[config.mk]
export PLATFORM = sky130hd
export DESIGN_NAME = sysreg_access_gate
export DESIGN_NICKNAME = d
export VERILOG_FILES = /design/src/rtl/sysreg_access_gate.sv
export SDC_FILE = /design/constraint.sdc
export NUM_CORES = 1
export LEC_CHECK = 0
export ABC_AREA = 1
export BUFFER_PORTS_ARGS = -buffer_cell sky130_fd_sc_hd__buf_2
export CORE_ASPECT_RATIO = 2
export CORE_UTILIZATION = 47
export CTS_CLUSTER_SIZE = 12
export DETAILED_ROUTE_END_ITERATION = 8
export PLACE_DENSITY = 0.79
export SYNTH_ARGS = -nofsm -noshare
export SYNTH_HDL_FRONTEND = slang
export SYNTH_SLANG_ARGS = --single-unit
[constraint.sdc]
create_clock -name clk -period 1.4 [get_ports clk]
set_clock_uncertainty 0.1 [all_clocks]
set_input_delay 0.07 -clock clk [delete_from_list [all_inputs] [get_ports clk]]
set_output_delay 0.07 -clock clk [all_outputs]
set_load 0.01 [all_outputs]
[src/rtl/sysreg_access_gate.sv]
module sysreg_access_gate #(
  parameter int          DW     = 64,
  parameter int          AW     = 32,
  parameter int          ECW    = 6,
  parameter logic [5:0]  TRAPEC = 6'h18,
  parameter logic [1:0]  ENC_OP0 = 2'b11,
  parameter logic [2:0]  ENC_OP1 = 3'b100,
  parameter logic [3:0]  ENC_CRN = 4'b0001,
  parameter logic [3:0]  ENC_CRM = 4'b0001,
  parameter logic [2:0]  ENC_OP2 = 3'b111
) (
  input  logic           clk,
  input  logic           rst_n,
  input  logic           req_valid,
  input  logic [1:0]     req_op0,
  input  logic [2:0]     req_op1,
  input  logic [3:0]     req_crn,
  input  logic [3:0]     req_crm,
  input  logic [2:0]     req_op2,
  input  logic           req_write,
  input  logic [DW-1:0]  req_wdata,
  input  logic [1:0]     req_el,
  input  logic [2:0]     nv_ctrl,
  input  logic           feat_a64,
  input  logic           el2_present,
  output logic           rsp_valid,
  output logic [1:0]     rsp_kind,
  output logic [DW-1:0]  rsp_rdata,
  output logic           trap_valid,
  output logic [ECW-1:0] trap_ec,
  output logic           trap_is_read,
  output logic [AW-1:0]  alias32
);
  localparam logic [1:0] K_NONE = 2'd0, K_ACC = 2'd1, K_UND = 2'd2, K_TRAP = 2'd3;

  logic [DW-1:0] store;
  logic [1:0]    kind_c;
  logic          hit, do_read, do_write;

  assign hit = (req_op0 == ENC_OP0) && (req_op1 == ENC_OP1) && (req_crn == ENC_CRN) &&
               (req_crm == ENC_CRM) && (req_op2 == ENC_OP2);

  always_comb begin
    kind_c = K_NONE;
    if (hit) begin
      if (!feat_a64) kind_c = K_UND;
      else begin
        case (req_el)
          2'd0: kind_c = K_UND;
          2'd1: kind_c = (nv_ctrl[0] && el2_present) ? K_TRAP : K_UND;
          2'd2: kind_c = el2_present ? K_ACC : K_UND;
          default: kind_c = K_ACC;
        endcase
      end
    end
  end

  assign do_read  = req_valid && (kind_c == K_ACC) && !req_write;
  assign do_write = req_valid && (kind_c == K_ACC) && req_write && el2_present;
  assign alias32  = store[AW-1:0];

  always_ff @(posedge clk) begin
    if (!rst_n) begin
      store        <= '0;
      rsp_valid    <= 1'b0;
      rsp_kind     <= K_NONE;
      rsp_rdata    <= '0;
      trap_valid   <= 1'b0;
      trap_ec      <= '0;
      trap_is_read <= 1'b0;
    end else begin
      rsp_valid    <= req_valid;
      rsp_kind     <= req_valid ? kind_c : K_NONE;
      rsp_rdata    <= (do_read && el2_present) ? store : '0;
      trap_valid   <= req_valid && (kind_c == K_TRAP);
      trap_ec      <= (req_valid && (kind_c == K_TRAP)) ? TRAPEC : '0;
      trap_is_read <= req_valid && (kind_c == K_TRAP) && !req_write;
      if (do_write) store <= req_wdata;
    end
  end

  p_rsp_follows_r9: assert property (@(posedge clk) disable iff (!rst_n)
    req_valid |=> rsp_valid);
  p_idle_quiet_r9: assert property (@(posedge clk) disable iff (!rst_n)
    !req_valid |=> !rsp_valid && !trap_valid);
  p_el0_undef_r4: assert property (@(posedge clk) disable iff (!rst_n)
    req_valid && hit && req_el == 2'd0 |=> rsp_kind == K_UND);
  p_nofeat_undef_r3: assert property (@(posedge clk) disable iff (!rst_n)
    req_valid && hit && !feat_a64 |=> rsp_kind == K_UND);
  p_trap_shape_r5: assert property (@(posedge clk) disable iff (!rst_n)
    trap_valid |-> rsp_valid && rsp_kind == K_TRAP && trap_ec == TRAPEC);
  p_nomatch_keep_r2: assert property (@(posedge clk) disable iff (!rst_n)
    req_valid && !hit |=> $stable(store) && !trap_valid && rsp_kind == K_NONE);
endmodule

==> results.md <==
* EDFF count, synth at 0
* Max-capacitance violation count at 0
* Critical path capture point type: register
* Cts bufs inserted at 17
* Die height at 143.6 um
* Top_reg_cell synth: dfxtp_1
* CP max-delay cell: dlygate4sd3_1
* Pwr Density at 1225 nW/um2
* Yosys warning count at 0
* Period utilisation layout at 94.94%
* Layout area overhead at 45.95%
* Post-Route WL at 11.61 mm
* Sequential element share of the synthesized area at 56.49%
* Final #Nets at 944
* Avg Vias per Cell at 4.325
* CP required at 1.64 ns
* Largest stage delay, worst path at 0.60 ns
* Clock transition at the registers of the reported paths at 0.06 ns
* First-pass GRT wire length at 18.03 mm
* WP data arrival at 1.57 ns
* Hold path depth at 4
* Clock Path Buffers at 2
* Root Buffer: clkbuf_16
* Startpoint Class: primary input
* Util after Layout at 70.46%
* Most frequent CP cell: dlygate4sd3_1
* Yosys cell types at 15
* Top Ports at 198
* Syn Area/Cell at 7.627 um2
* R2R depth at 4
* Via total after detailed routing at 4312
* ANT nets after route at 0
* CP delay by family, top: buffers and inverters
* Setup WS post-layout at 0.07079 ns
* Yosys reg bits at 133
* Final min period at 1.329 ns
* Routed len/inst at 11.65 um
* Worst path bufs/invs at 3
* Dpl hpwl at 7.109 mm
* Worst R2R Start: store[13]
* Fillers at 740
* Asr flop ratio synth at 0%
* Outcome: completed
* Worst path cell trace: buf_2, nand4_1, dlygate4sd3_1, nor2_1, dlygate4sd3_1
* Leakage power at 3.753 nW
* Final Hold Fails at 0
* CTS tree: built
* Vias in the first global route at 4127
* Crit path kind: primary input to register
* Port bufs at 191
* H-tree depth at 4
* Die area at 10460 um2
* RR Endpoint: store[13]
* Post-Syn Instances at 618
* Remaining routing DRC violations at 0
* Clock network latency to the later pin of the worst-skew pair at 0.40 ns
* Cell Area, Synth at 4713 um2
* Gpl congestion at 0.8067
* Pre-antenna DRT Iters at 7
* VDD IR max at 1133 uV
* Antenna Cells at 0
* Setup violators final at 0
* Die Wd at 72.81 um
* 1st-iter DRT viols at 169
* Hold Crit Class: primary input to register
* Sink Count at 133
* Largest net degree at the start of global routing at 40
* Starting Density at 48.28%
* Fraction of layout cells with a size suffix above 1 at 27.98%
* GRT Total Usage at 22.71%
* Worst R2R Setup Slack at 0.53 ns
* Initial antenna violation count at 0
* RSZ-0062 raised after global routing: yes
* Dpl ws at -0.07860 ns
* Max frequency at 752.3 MHz
* Hold path endpoint: store[14]
* Hold path start: rst_n
* Core ar. at 9763 um2
* Fin. max-slew vios at 0
* Grt total ovfl at 0
* Cell Rows at 51
* Max FO, Critical Path at 3
-- routing by layer --
| layer | part of all wire (%) | global-route usage [%] |
|---|---|---|
| met5 | 0 | 0 |
| met4 | 3.9 | 13.21 |
| met3 | 5.3 | 7.293 |
| met2 | 55 | 41.91 |
| met1 | 36 | 21.13 |
-- synth_stat cells, types with 2 or more instances --
cell | instances | area (um2)
nor2_2 | 2 | 12.51
nor2_1 | 202 | 758.2
nand4_1 | 3 | 18.77
dfxtp_1 | 133 | 2663
buf_6 | 6 | 67.56
clkbuf_1 | 13 | 48.80
buf_2 | 7 | 35.03
nand2_1 | 136 | 510.5
buf_4 | 39 | 292.8
inv_1 | 72 | 270.3
-- worst max-delay path by stage --
stage | startpoint | end | slack, ns | cells after the start
global placement | req_op1[1] | store[6] | -0.01 | 9
CTS | el2_present | trap_ec[3] | 0.11 | 5
floorplan | req_op1[1] | store[10] | 0.25 | 8
detailed placement | req_op1[1] | store[13] | -0.08 | 10
global route | req_crn[2] | trap_is_read | -0.04 | 10
finish | feat_a64 | trap_ec[3] | 0.07 | 5
-- final cells by class --
cell class | count | area, um2 | share of cell area (%)
clock buffers | 19 | 452.9 | 6.584
clock inverters | 12 | 130.1 | 1.892
multi-input cells | 351 | 1361 | 19.79
flip-flops and latches | 133 | 2663 | 38.70
inverters | 72 | 270.3 | 3.929
repair buffers | 278 | 1837 | 26.70
well taps | 132 | 165.2 | 2.401
-- state kept, by name, indices dropped and copies added (netlist names) --
| name | flops |
|---|---|
| trap_ec | 1 |
| rsp_rdata | 64 |
| store | 64 |
| rsp_kind | 2 |
| rsp_valid | 1 |
| trap_is_read | 1 |
-- worst min-delay path, cell delays in order --
cell and delay [ns]:
buf_2 0.12, buf_4 0.23, nand2_1 0.10, nor2_1 0.03
-- placed cells by master, fill, tap and decap left out --
cell	netlist	final
nand4_4	0	1
dfxtp_1	133	133
buf_2	7	191
bufinv_16	0	2
nand3b_1	1	1
conb_1	1	4
inv_6	0	1
nor2_2	2	2
inv_1	72	72
nor3_2	0	1
dlygate4sd3_1	0	71
clkbuf_16	0	17
clkinv_4	0	3
buf_4	39	12
nand4_1	3	3
clkbuf_8	0	2
nand2_1	136	136
clkinvlp_4	0	2
nor2_1	202	202
clkinv_2	0	4
a211oi_1	1	1
buf_12	0	4
-- logic make-up (layout without fill, tap and decap cells) --
group | after synthesis | after routing | share of synthesized area, %
buffers and inverters | 137 | 381 | 15.16
AOI/OAI and AO/OA | 1 | 1 | 0.1593
other | 1 | 4 | 0.07956
and+or+nand+nor | 346 | 346 | 28.11
DFF | 133 | 133 | 56.49
-- through the flow --
step                       TNS, ns  area, um2  power (mW)  std cells  hold WS [ns]
final                            0       6879       8.429        997       0.09552
after global routing      -0.04507       6879       8.726        997       0.08943
after CTS                        0       6867       8.488        996       0.07392
after detailed placement    -1.746       5573       4.060        894        0.1961
after global placement     -0.1657       5573       4.060        894        0.1900
after floorplan                  0       4725       3.924        621       0.04931
-- report_power, final --
part	internal [mW]	switching (mW)	leakage [nW]	total, mW
Combinational	0.221	0.121	2.40	0.342
Sequential	3.79	0.000387	1.07	3.79
Clock	2.70	1.59	0.285	4.30
Total	6.71	1.72	3.75	8.43
-- what timing repair did --
item / CTS / global route
hold endpoints to repair: 69 / 0
gates resized for setup: 0 / 1
endpoints found under the setup margin: 0 / 2
hold buffers: 71 / 0
buffers inserted: 0 / 1
(Power assumes the default switching activity.)
